--- src/rtl/kwf_pkg.sv ---
package kwf_pkg;

  // Outcome of judging one received word.
  typedef struct packed {
    logic keep;
    logic irq;
  } kwf_verdict_t;

  // Keep decision: a bypassed word is always kept; a compared word is kept
  // when its equality result agrees with the requested polarity.
  function automatic logic kwf_keep(input logic compared,
                                    input logic equal,
                                    input logic keep_equal);
    logic polarity_ok;
    polarity_ok = keep_equal ? equal : ~equal;
    return ~compared | polarity_ok;
  endfunction

  // Interrupt decision: an equal word on a compared channel, when enabled.
  function automatic logic kwf_irq(input logic compared,
                                   input logic equal,
                                   input logic irq_en);
    return compared & equal & irq_en;
  endfunction

endpackage

--- src/rtl/kwf_match.sv ---
// Masked bitwise equality between a received word and the reference.
module kwf_match #(
  parameter int W = 32
) (
  input  logic [W-1:0] word,
  input  logic [W-1:0] key,
  input  logic [W-1:0] mask,
  output logic         equal
);

  logic [W-1:0] bit_diff;

  for (genvar b = 0; b < W; b++) begin : g_bit
    // A masked position never reports a difference.
    assign bit_diff[b] = (word[b] ^ key[b]) & ~mask[b];
  end

  assign equal = ~|bit_diff;

endmodule

--- src/rtl/kwf_chan_gate.sv ---
// Decides whether the current channel is subject to comparison.
module kwf_chan_gate #(
  parameter int NCH = 16,
  localparam int CW = (NCH > 1) ? $clog2(NCH) : 1
) (
  input  logic [CW-1:0]  chan,
  input  logic [NCH-1:0] chan_sel,
  input  logic           filt_en,
  input  logic           multi,
  output logic           compared
);

  logic [NCH-1:0] hit;

  for (genvar k = 0; k < NCH; k++) begin : g_chan
    assign hit[k] = (chan == CW'(k)) & chan_sel[k];
  end

  assign compared = filt_en & multi & (|hit);

endmodule

--- src/rtl/kwf_decide.sv ---
// Turns the comparison result into keep and interrupt events.
module kwf_decide
  import kwf_pkg::*;
(
  input  logic in_valid,
  input  logic compared,
  input  logic equal,
  input  logic keep_equal,
  input  logic irq_en,
  output logic keep_evt,
  output logic irq_evt
);

  kwf_verdict_t verdict;

  always_comb begin
    verdict.keep = kwf_keep(compared, equal, keep_equal);
    verdict.irq  = kwf_irq(compared, equal, irq_en);
  end

  assign keep_evt = in_valid & verdict.keep;
  assign irq_evt  = in_valid & verdict.irq;

endmodule

--- src/rtl/kwf_filter.sv ---
// Masked keyword receive filter: one register stage after the decision.
module kwf_filter #(
  parameter int W   = 32,
  parameter int NCH = 16,
  localparam int CW = (NCH > 1) ? $clog2(NCH) : 1
) (
  input  logic           clk,
  input  logic           rst_n,
  input  logic           in_valid,
  input  logic [W-1:0]   in_word,
  input  logic [CW-1:0]  in_chan,
  input  logic [W-1:0]   cfg_key,
  input  logic [W-1:0]   cfg_mask,
  input  logic [NCH-1:0] cfg_chan_sel,
  input  logic           cfg_keep_match,
  input  logic           cfg_filt_en,
  input  logic           cfg_multi,
  input  logic           cfg_irq_en,
  output logic           out_valid,
  output logic [W-1:0]   out_word,
  output logic [CW-1:0]  out_chan,
  output logic           match_irq
);

  // Named internal events, visible to the bound checker.
  logic word_match;
  logic compare_active;
  logic keep_evt;
  logic irq_evt;

  kwf_match #(.W(W)) u_match (
    .word  (in_word),
    .key   (cfg_key),
    .mask  (cfg_mask),
    .equal (word_match)
  );

  kwf_chan_gate #(.NCH(NCH)) u_gate (
    .chan     (in_chan),
    .chan_sel (cfg_chan_sel),
    .filt_en  (cfg_filt_en),
    .multi    (cfg_multi),
    .compared (compare_active)
  );

  kwf_decide u_decide (
    .in_valid   (in_valid),
    .compared   (compare_active),
    .equal      (word_match),
    .keep_equal (cfg_keep_match),
    .irq_en     (cfg_irq_en),
    .keep_evt   (keep_evt),
    .irq_evt    (irq_evt)
  );

  // Control flops: reset to quiet.
  always_ff @(posedge clk or negedge rst_n) begin
    if (!rst_n) begin
      out_valid <= 1'b0;
      match_irq <= 1'b0;
    end else begin
      out_valid <= keep_evt;
      match_irq <= irq_evt;
    end
  end

  // Data flops: load on every valid word, kept or not.
  always_ff @(posedge clk or negedge rst_n) begin
    if (!rst_n) begin
      out_word <= '0;
      out_chan <= '0;
    end else if (in_valid) begin
      out_word <= in_word;
      out_chan <= in_chan;
    end
  end

endmodule

--- config.mk ---
export PLATFORM = sky130hd
export DESIGN_NAME = kwf_filter
export DESIGN_NICKNAME = d
export VERILOG_FILES = /design/src/rtl/kwf_pkg.sv /design/src/rtl/kwf_match.sv /design/src/rtl/kwf_chan_gate.sv /design/src/rtl/kwf_decide.sv /design/src/rtl/kwf_filter.sv
export SDC_FILE = /design/constraint.sdc
export NUM_CORES = 1
export LEC_CHECK = 0
export BUFFER_PORTS_ARGS = -buffer_cell sky130_fd_sc_hd__buf_2
export CAP_MARGIN = 20
export CORE_MARGIN = 1
export CORE_UTILIZATION = 40
export CTS_CLUSTER_SIZE = 20
export DETAILED_ROUTE_END_ITERATION = 12
export PLACE_DENSITY = 0.89
export SYNTH_ARGS = -nofsm -noshare
export SYNTH_HDL_FRONTEND = slang
export SYNTH_HIERARCHICAL = 1
export SYNTH_SLANG_ARGS = --single-unit
--- constraint.sdc ---
create_clock -name clk -period 0.9 [get_ports clk]
set_input_delay 0.045 -clock clk [delete_from_list [all_inputs] [get_ports clk]]
set_output_delay 0.045 -clock clk [all_outputs]
set_load 0.03 [all_outputs]
# Yosys cells after proc, flatten, opt, wreduce, memory -nomap -nowiden

Cells that the tools add are included.

Register bits after elaboration: 38
Input bits: 123
Output and inout port bits: 38
Logic and storage cells: 144

Equality and inequality tests: 15
Multiplexer cells: 1
Bitwise logic cells: 120
Reductions and logical operators: 4

Operators by type and width:

| cell                                                                   | number |
|---|---|
| 1-bit AND                                                              | 54 |
| 1-bit inverter                                                         | 33 |
| 4-bit equality test (second input constant)                            | 8 |
| 32-bit OR reduction                                                    | 1 |
| 1-bit XOR                                                              | 32 |
| 4-bit by 3-bit equality test with 1-bit output (second input constant) | 4 |
| 16-bit OR reduction                                                    | 1 |
| 4-bit by 2-bit equality test with 1-bit output (second input constant) | 2 |
| 4-bit by 1-bit equality test with 1-bit output (second input constant) | 1 |
| 4-bit logical NOT                                                      | 1 |
| 1-bit logical NOT                                                      | 1 |
| 1-bit 2-to-1 mux                                                       | 1 |
| 1-bit bitwise OR                                                       | 1 |

# Longest topological paths before layout

Gate-level depths: netlist (run 1).

Depth in word-level cells: 7
Gate-level depth with buffers: 6
Depth with buffers taken out: 6

# By module

Netlist (run 1), hierarchy kept.

Modules (own cells, without submodules):

| module        | times used | cells an instance | area an instance (um^2) | seq. area each (um^2) |
|---|---|---|---|---|
| kwf_filter    | 1          | 78                | 1,540.2                 | 950.9 |
| kwf_match     | 1          | 53                | 414.1                   | 0.0 |
| kwf_chan_gate | 1          | 15                | 147.6                   | 0.0 |
| kwf_decide    | 1          | 3                 | 25.0                    | 0.0 |

# Worst setup path before layout (run 1)

No wires, ideal clock.

Kind: in2reg
From: in in_chan[0]
To: reg match_irq
Library setup time: 0.120 ns
Data arrival time: 1.080 ns
Required time: 0.780 ns
Setup slack: -0.301 ns
Stages on the path: 5
Buffers on the path: 1
Cells stage by stage: buf_6 mux4_2 o2111ai_1 a21oi_1 and4_1

Word-level cells in the longest chain between the ends: 7
Elaborated cells between the ends (all ways): 37
Classes of those cells: 15 x eq/ne; 20 x bitwise; 2 x reduce/logical

Ends and longest elaborated chain:

| item                                                                         | line                | RTL |
|---|---|---|
| start, declared                                                              | kwf_filter.sv:11    | `input logic [CW-1:0] in_chan,` |
| 4-bit by 1-bit equality test with 1-bit output, or another cell as far along | kwf_chan_gate.sv:16 | `assign hit[k] = (chan == CW'(k)) & chan_sel[k];` |
| 1-bit AND                                                                    | kwf_chan_gate.sv:16 |  |
| 16-bit OR reduction (*)                                                      | kwf_chan_gate.sv:19 | `assign compared = filt_en & multi & (\|hit);` |
| 1-bit AND (*)                                                                | kwf_chan_gate.sv:19 |  |
| named net compare_active                                                     | kwf_filter.sv:27    | `logic compare_active;` |
| 1-bit AND (*) (2 in series)                                                  | kwf_pkg.sv:23       | `return compared & equal & irq_en;` |
| 1-bit AND (*)                                                                | kwf_decide.sv:22    | `assign irq_evt = in_valid & verdict.irq;` |
| named net irq_evt                                                            | kwf_filter.sv:29    | `logic irq_evt;` |
| end signal, assigned                                                         | kwf_filter.sv:63    | `match_irq <= irq_evt;` |
| end, declared                                                                | kwf_filter.sv:22    | `output logic match_irq` |

Mark *: on every way through the listed nets, which the timed path passes. The rest lies on a longest branch.
A chain may end at the register's enable or synchronous reset.

# Worst setup path in the final report (run 1)

From: in cfg_key[0]
To: reg out_valid

Word-level cells in the longest chain between the ends: 7

Ends and longest elaborated chain:

| item                 | line             | RTL |
|---|---|---|
| start, declared      | kwf_filter.sv:12 | `input logic [W-1:0] cfg_key,` |
| 1-bit XOR            | kwf_match.sv:15  | `assign bit_diff[b] = (word[b] ^ key[b]) & ~mask[b];` |
| 1-bit AND            | kwf_match.sv:15  |  |
| 32-bit OR reduction  | kwf_match.sv:18  | `assign equal = ~\|bit_diff;` |
| 1-bit logical NOT    | kwf_match.sv:18  |  |
| named net word_match | kwf_filter.sv:26 | `logic word_match;` |
| 1-bit 2-to-1 mux     | kwf_pkg.sv:15    | `polarity_ok = keep_equal ? equal : ~equal;` |
| 1-bit bitwise OR     | kwf_pkg.sv:16    | `return ~compared \| polarity_ok;` |
| 1-bit AND            | kwf_decide.sv:21 | `assign keep_evt = in_valid & verdict.keep;` |
| named net keep_evt   | kwf_filter.sv:28 | `logic keep_evt;` |
| end signal, assigned | kwf_filter.sv:62 | `out_valid <= keep_evt;` |
| end, declared        | kwf_filter.sv:19 | `output logic out_valid,` |

The timed path passes the listed nets, and every way through them passes these cells.

==> impl_metrics.tcl, run 1 <==
set metrics [dict create \
    status "complete, but fails checks" \
    failed_checks "setup timing" \
    io_pins 161 \
    required_ns 1.07 \
    post-route-drc-count 0 \
    report.final.slew_viol_count 0 \
    start_kind "primary input" \
    cts_buffers 5 \
    io_buffers 160 \
    min_path_type "in -> reg" \
    drtPass1Iterations 4 \
    fin_worst_skew_ns 0 \
    antenna_left 0 \
    critPathSlowestCell "nor4_2" \
    crit_chain "buf_2 -> xnor2_1 -> o22ai_1 -> nor4_2 -> buf_4 -> and4_4 -> xor2_1 -> a21boi_1" \
    slowest_delay_ns 0.30 \
    rows 26 \
    synth_common_cells "dfrtp_1 (38), xnor2_1 (32), mux2_4 (30), o22ai_1 (16), mux2_2 (6)" \
    slew_headroom_pct 79.6 \
    p_leak_uw 0.00186 \
    setup_viol 3 \
    critPathMaxFanout 2 \
    synth_top_cell_by_area "dfrtp_1" \
    synth.net_count 272 \
    grt_pass1_vias 2023 \
    synth.most_common_cell "dfrtp_1" \
    power_density_nw_per_um2 1350 \
    clkSinkCount 38 \
    h-tree-depth 2 \
    fin_setup_tns_ns -0.537 \
    synth_area_leaders "dfrtp_1 (45%), mux2_4 (21%), xnor2_1 (13%)" \
    final.fill_count 339 \
    synth_area_um2 2130 \
    core_um2 5110 \
    wl_mm 6.67 \
    via_per_inst 4.94 \
    async_reset_ff_share_pct 100 \
    start_util_pct 41.6 \
    grt_overflow 0 \
    crit_family "simple AND/OR/NAND/NOR gates" \
    tightest_slew_ns 0.307 \
    crit_arrival_ns 1.38 \
    clockBufferDepth 2 \
    register_area_um2 951 \
    path_class "in -> reg" \
    syn_area_per_cell_um2 14.3 \
    grtUsageTotal_pct 22.5 \
    yosys_warnings 6 \
    min_period_ns 1.21 \
    grt_first_pass_wirelength_mm 9.16 \
    drt_iter0_markers 31 \
    path_buf_inv 2 \
    final_nets 462 \
    clk_pin_slew_ns 0.07 \
    gp_congestion 0.807 \
    dieArea_um2 5610 \
    end_kind "flop" \
    cts_tree "built" \
    synth_seq_area_share_pct 44.7 \
    clock_latency_ns 0.28 \
    die_x_um 74.9 \
    ir_drop_uv 708 \
    netlist_instances 149 \
    cts_root_buf "clkbuf_8" \
    hold_viol_final 0 \
    worst_slack_ns -0.308 \
    die_height_um 74.9 \
    max_freq_ghz 0.828 \
    dr_total_vias 2021 \
    syn2layout_area_growth_pct 74.2 \
    routedWlPerCell_um 16.3 \
    grt_max_degree 39 \
    rsz0062_at_grt "yes" \
    multi_input_area_um2 1250 \
    dp_hpwl_mm 4.65 \
    synth_top_area_share_pct 44.7 \
    drv_cap 0 \
    fin_util_pct 72.5 \
    synth_edf_count 0 \
    synth-main-ff-cell "dfrtp_1" \
    diodes 0 \
    synth-seq-cells 38 \
    drive_above_1_share_pct 73.2 \
    synth_cell_type_count 20 \
    grt_antenna_before_repair 0 \
    period_share_pct 134 \
]
[per-stage QoR]
stage	total power (uW)	setup WS, ns	area (um2)	hold slack, ns	std cells
finish	4990	-0.308	3700	0.0155	409
global route	5230	-0.341	3700	0.00439	409
CTS	4810	-0.232	3440	0.00474	407
detailed placement	3560	-0.679	3150	0.0281	396
global placement	3510	-0.663	3150	0.0258	396
floorplan	2880	-0.292	2130	-0.251	149
[what timing repair did]
action | in CTS | in global routing
setup endpoints to repair | 15 | 36
hold buffers | 3 | 1
resized for setup | 41 | 84
setup buffers | 1 | 1
hold endpoints to repair | 40 | 1
pin swaps | 18 | 11
[cell families after synthesis]
kind of cell	after synthesis	synth area share, %
buffers and inverters	5	3.88
multiplexers	42	28.4
flip-flops	38	44.7
AO/OA/AOI/OAI	21	6.35
XOR/XNOR	33	13.6
AND/OR/NAND/NOR	10	3.12
[cell usage in the layout (no fill, tap or decap)]
cell,n
o2111ai_2,1
and4_4,1
o22ai_1,12
nand2_1,1
a31oi_1,1
nor4_1,1
xnor2_2,10
nand3b_1,2
mux2_2,6
xnor2_1,21
mux4_2,2
buf_4,26
clkbuf_1,2
buf_2,115
buf_8,2
clkbuf_8,5
xor2_1,1
and4_1,1
a21oi_2,1
o22ai_2,4
buf_6,37
nor4_2,2
dfrtp_1,38
dlygate4sd3_1,4
buf_12,4
nand3_1,1
nor4_4,1
mux2i_1,4
xnor2_4,1
mux2_4,30
o211ai_1,1
a21boi_1,1
[power by group]
part / switching [uW] / internal [uW]
Sequential: 131 / 1870
Combinational: 865 / 1050
Clock: 536 / 533
[final cells by class]
cell class / count / share of cell area (%)
Clock buffer: 7 / 2.06
Multi-Input combinational cell: 106 / 33.8
Sequential cell: 38 / 25.7
Tap cell: 70 / 2.36
Timing Repair Buffer: 188 / 36.1
[metal layers]
layer | track usage (%) | share of wire, % | vias to the layer above
met2 | 46.4 | 59 | 98
met1 | 21.9 | 35 | 985
li1 | - | - | 930
met4 | 5.03 | 1.0 | 0
met5 | 0 | 0 | -
met3 | 5.89 | 5.2 | 8
[state kept, by name, indices dropped and copies added, names as in the netlist]
register	count
match_irq	1
out_chan	4
out_valid	1
out_word	32
[final timing paths]
kind,slack [ns],startpoint,to,cells past startpoint
worst max-delay path,-0.31,cfg_key[0],out_valid$_DFF_PN0_,8
worst min-delay path,0.02,in_word[2],out_word[2]$_DFFE_PN0P_,2
worst max register to register,0.01,out_word[24]$_DFFE_PN0P_,out_word[24]$_DFFE_PN0P_,2
worst min register to register,0.51,out_word[2]$_DFFE_PN0P_,out_word[2]$_DFFE_PN0P_,1
max in group asynchronous,0.45,rst_n,out_chan[0]$_DFFE_PN0P_,3
min in group asynchronous,0.26,rst_n,match_irq$_DFF_PN0_,3
(Power assumes the default switching activity.)
==> inputs of run 2 (changes only) <==
--- a/config.mk
+++ b/config.mk
@@ -12,6 +12,7 @@
 export CTS_CLUSTER_SIZE = 20
 export DETAILED_ROUTE_END_ITERATION = 12
 export PLACE_DENSITY = 0.89
+export RECOVER_POWER = 25
 export SYNTH_ARGS = -nofsm -noshare
 export SYNTH_HDL_FRONTEND = slang
 export SYNTH_HIERARCHICAL = 1
==> constraint.sdc (replaced) <==
create_clock -name clk -period 0.9 [get_ports clk]
set_input_delay 0.045 -clock clk [delete_from_list [all_inputs] [get_ports clk]]
set_output_delay 0.045 -clock clk [all_outputs]
set_load 0.02 [all_outputs]
==> run 2 against run 1 <==
The flow still finishes with violations (setup timing). Via count shrank 0.25%. Die area is the same. Clock skew is the same. Hold slack lost 0.0058 ns. Critical path depth is the same. Sequential share of layout area grew 0.59 points. Final area shrank 2.3%. Routed wire length grew 1.8%. Combinational power shrank 10%. Worst setup slack lost 0.0059 ns.
==> impl_metrics.tcl, run 2 (same netlist as run 1, synthesis figures left out) <==
set metrics [dict create \
    fin_worst_skew_ns 0 \
    io_pins 161 \
    layout_common_cells "buf_2 (127), dfrtp_1 (38), mux2_4 (30)" \
    worst_slack_ns -0.314 \
    rows 26 \
    end_kind "flop" \
    antenna_left 0 \
    clock_latency_ns 0.28 \
    max_freq_ghz 0.824 \
    drtPass1Iterations 4 \
    met2WireLength_mm 3.90 \
    failed_checks "setup timing" \
    cts_buffers 5 \
    setup_viol 3 \
    required_ns 1.07 \
    hold_start "in_word[14]" \
    highest_layer "met4" \
    clkSinkCount 38 \
    largest_reg_flops 32 \
    gp_congestion 0.807 \
    grt_max_degree 39 \
    dpl-instance-area_um2 3150 \
    rsz0062_at_grt "yes" \
    drv_cap 0 \
    grt_pass1_vias 1991 \
    final_common_cell "buf_2" \
    wirelength_met1_mm 2.38 \
    ir_drop_uv 685 \
    largestRegisters "out_word: 32 flops, out_chan: 4 flops" \
    tightest_slew_ns 0.477 \
    io_buffers 160 \
    hold_viol_final 0 \
    grt_first_pass_wirelength_mm 8.94 \
    post-route-drc-count 0 \
    final.fill_count 358 \
    p_leak_uw 0.00183 \
    crit_arrival_ns 1.38 \
    diodes 0 \
    cts_tree "built" \
    clockBufferDepth 2 \
    largest-register "out_word" \
    grt_antenna_before_repair 0 \
    drt_iter0_markers 27 \
    final_nets 461 \
    multi_input_area_um2 1250 \
    crit_path_start "in_word[0]" \
    period_share_pct 135 \
    register_area_um2 951 \
    dp_hpwl_mm 4.65 \
    die_height_um 74.9 \
    syn2layout_area_growth_pct 70.2 \
    dr_total_vias 2016 \
    status "complete, but fails checks" \
    drive_above_1_share_pct 73.1 \
    core_um2 5110 \
    min_path_type "in -> reg" \
    critPathMaxFanout 2 \
    slew_headroom_pct 68.2 \
    power_density_nw_per_um2 1320 \
    start_kind "primary input" \
    grtUsageTotal_pct 21.9 \
    r2r-start "out_word[17]$_DFFE_PN0P_" \
    die_x_um 74.9 \
    via_per_inst 4.94 \
    hold_ws_ns 0.00970 \
    min_period_ns 1.21 \
    clk_pin_slew_ns 0.07 \
    cts_root_buf "clkbuf_8" \
    dieArea_um2 5610 \
    wl_met3_um 320 \
    stdcell_area_um2 3620 \
    report.final.slew_viol_count 0 \
    routedWlPerCell_um 16.6 \
    wl_mm 6.79 \
    grt_overflow 0 \
    path_class "in -> reg" \
    start_util_pct 41.6 \
    h-tree-depth 2 \
]
-- run 2: critical path: stages --
cell and delay (ns):
buf_6 0.10, xnor2_1 0.23, o22ai_1 0.14, nor4_2 0.28, buf_4 0.15, and4_4 0.21, xor2_1 0.15, a21boi_1 0.07
-- run 2: layout make-up --
type                            instances  share of cell area (%)
Tap cell                               70                    2.42
Sequential cell                        38                    26.3
Clock buffer                            7                    2.11
Multi-Input combinational cell        106                    34.6
Timing Repair Buffer                  187                    34.7
-- run 2: where the power goes --
part	leakage, uW	total (uW)	switching [uW]	internal (uW)
Sequential	0.000447	1990	117	1870
Clock	0.0000383	1070	536	533
Combinational	0.00134	1720	742	980
Total	0.00183	4780	1400	3390
-- run 2: timing repair --
action | 4_1_cts | 5_1_grt
pin swaps | 18 | 9
resized for setup | 22 | 59
endpoints found under the hold margin | 40 | 1
buffers inserted | 1 | 0
setup endpoints to repair | 3 | 22
hold buffers | 3 | 1
-- run 2: through the flow --
step / utilization [%] / total power, uW / worst slack [ns] / cells / TNS (ns)
floorplan: - / 2760 / -0.292 / 149 / -0.502
global placement: 61.6 / 3380 / -0.663 / 396 / -1.25
detailed placement: 61.6 / 3430 / -0.679 / 396 / -1.28
CTS: 66.3 / 4620 / -0.232 / 407 / -0.406
global route: 70.9 / 5010 / -0.324 / 408 / -0.634
finish: 70.9 / 4780 / -0.314 / 408 / -0.537
-- run 2: layer usage --
metal  up-vias  global-route usage [%]
met2       100                    44.8
met5         -                       0
li1        928                       -
met4         0                    5.03
met3        18                    5.09
met1       970                    22.0
-- run 2: path summary, 6_finish.rpt --
| check | to | slack (ns) | depth (start not counted) |
|---|---|---|---|
| max in group asynchronous | out_word[2]$_DFFE_PN0P_ | 0.20 | 3 |
| setup reg to reg | out_word[17]$_DFFE_PN0P_ | 0.09 | 1 |
| setup / recovery | out_valid$_DFF_PN0_ | -0.31 | 8 |
| hold reg to reg | out_word[9]$_DFFE_PN0P_ | 0.51 | 1 |
| min in group asynchronous | out_word[27]$_DFFE_PN0P_ | 0.37 | 3 |
| hold / removal | out_word[14]$_DFFE_PN0P_ | 0.01 | 2 |
==> inputs of run 3 (changes only) <==
--- a/config.mk
+++ b/config.mk
@@ -13,6 +13,7 @@
 export DETAILED_ROUTE_END_ITERATION = 12
 export PLACE_DENSITY = 0.89
 export RECOVER_POWER = 25
+export SETUP_SLACK_MARGIN = 0.05
 export SYNTH_ARGS = -nofsm -noshare
 export SYNTH_HDL_FRONTEND = slang
 export SYNTH_HIERARCHICAL = 1
==> run 3 against run 2 <==
The flow still finishes with violations (setup timing). Maximum frequency down 9.9%. Utilization rose by 2.8 points. Highest routed layer unchanged. Flip-flop and latch count did not move. Clock power hardly changed. Power up 2.8%. Combinational power increased by 6%. Clock skew stayed put. Sequential power barely moved. Non-clock buffer count unchanged. Via count decreased by 0.69%. Global-route usage increased by 1.6 points.
==> impl_metrics.tcl, run 3 (same netlist as run 1, synthesis figures left out) <==
set metrics [dict create \
    min_period_ns 1.35 \
    grt_overflow 0 \
    rows 26 \
    post-route-drc-count 0 \
    cts_buffers 5 \
    end_kind "flop" \
    setup_viol 2 \
    p_total_uw 4920 \
    drt_iter0_markers 32 \
    grt_first_pass_wirelength_mm 9.47 \
    path_class "in -> reg" \
    grtUsageTotal_pct 23.5 \
    worst_slack_ns -0.446 \
    timing.rr.end "out_word[17]$_DFFE_PN0P_" \
    die_height_um 74.9 \
    layout_common_cells "buf_2 (109), buf_6 (47), dfrtp_1 (38)" \
    status "complete, but fails checks" \
    clk_pin_slew_ns 0.07 \
    hold_start "in_word[28]" \
    diodes 0 \
    grt_max_degree 39 \
    core_um2 5110 \
    h-tree-depth 2 \
    dieArea_um2 5610 \
    largest_reg_flops 32 \
    drive_above_1_share_pct 74.3 \
    r2r-start "out_word[17]$_DFFE_PN0P_" \
    clockBufferDepth 2 \
    rsz0062_at_grt "yes" \
    setup.worst_path.end "out_valid$_DFF_PN0_" \
    grt_antenna_before_repair 0 \
    min_path_type "in -> reg" \
    largestRegisters "out_word: 32 flops, out_chan: 4 flops" \
    reg2reg_depth 1 \
    via_per_inst 4.91 \
    fin_worst_skew_ns 0 \
    drtPass1Iterations 4 \
    gp_congestion 0.807 \
    final_nets 461 \
    power_density_nw_per_um2 1310 \
    cts_tree "built" \
    slew_headroom_pct 64.8 \
    dr_total_vias 2002 \
    clock_latency_ns 0.28 \
    reg2reg_slack_ns 0.10 \
    syn2layout_area_growth_pct 76.9 \
    required_ns 1.07 \
    cts_root_buf "clkbuf_8" \
    dp_hpwl_mm 4.65 \
    crit_arrival_ns 1.52 \
    io_buffers 160 \
    die_x_um 74.9 \
    hold_viol_final 0 \
    p_leak_uw 0.00189 \
    tightest_slew_ns 0.528 \
    drv_cap 0 \
    grt_pass1_vias 2074 \
    start_kind "primary input" \
    start_util_pct 41.6 \
    largest-register "out_word" \
    io_pins 161 \
    ir_drop_uv 735 \
    critPathMaxFanout 2 \
    final_common_cell "buf_2" \
    period_share_pct 150 \
    crit_path_start "cfg_key[26]" \
    clkSinkCount 38 \
    antenna_left 0 \
    pre_cts_ws_ns -0.679 \
    wl_mm 7.00 \
    failed_checks "setup timing" \
    final.fill_count 327 \
    max_freq_ghz 0.743 \
    routedWlPerCell_um 17.1 \
    report.final.slew_viol_count 0 \
]
[run 3: cell types whose count changed in the layout (fill, tap and decap cells not counted)]
cell and delta:
buf_2 -18, buf_4 -1, buf_6 +18, clkbuf_4 +1, xnor2_1 -4, xnor2_2 +4
[run 3: worst min-delay path by stage]
stage	slack [ns]	end	cells after the start
floorplan	-0.25	match_irq$_DFF_PN0_	0
global placement	0.03	out_word[27]$_DFFE_PN0P_	2
detailed placement	0.03	out_word[27]$_DFFE_PN0P_	2
CTS	0.005	out_word[30]$_DFFE_PN0P_	2
global route	0.002	out_word[28]$_DFFE_PN0P_	2
finish	0.004	out_word[28]$_DFFE_PN0P_	2
[run 3: worst max-delay path, stage by stage]
cell and delay (ns):
buf_2 0.11, xnor2_1 0.32, o22ai_1 0.25, nor4_2 0.21, buf_4 0.15, and4_4 0.21
xor2_1 0.14, a21boi_1 0.07
[run 3: layout make-up]
type,count,area [um2],share of cell area (%)
timing repair buffer,187,1370,36.3
tap,70,87.6,2.33
multi-input combinational,106,1280,34.0
clock buffer,7,76.3,2.03
sequential,38,951,25.3
[run 3: repair_timing]
item,4_1_cts,5_1_grt
hold buffers,3,1
endpoints found under the hold margin,40,1
setup buffers,1,0
setup endpoints to repair,39,40
cloned,0,0
resized for setup,94,27
pin swaps,18,14
[run 3: stage by stage]
stage / util [%] / hold slack [ns] / cells / instance area (um2) / setup TNS (ns)
after floorplan: - / -0.251 / 149 / 2130 / -0.502
after global placement: 61.6 / 0.0258 / 396 / 3150 / -1.25
after detailed placement: 61.6 / 0.0281 / 396 / 3150 / -1.28
after CTS: 70.7 / 0.00474 / 407 / 3610 / -0.406
after global routing: 73.7 / 0.00213 / 408 / 3760 / -1.04
final: 73.7 / 0.00375 / 408 / 3760 / -0.806
[run 3: metal layers]
| metal | part of all wire, % | global-route usage (%) |
|---|---|---|
| met1 | 33 | 22.8 |
| met2 | 56 | 48.1 |
| met3 | 7.3 | 6.16 |
| met4 | 3.5 | 6.08 |
| met5 | 0 | 0 |
[run 3: power by group]
group	leakage, uW	internal (uW)	switching, uW	total, uW
logic	0.00140	1080	752	1830
registers	0.000447	1870	136	2010
clock network	0.0000383	533	542	1080
total	0.00189	3490	1430	4920
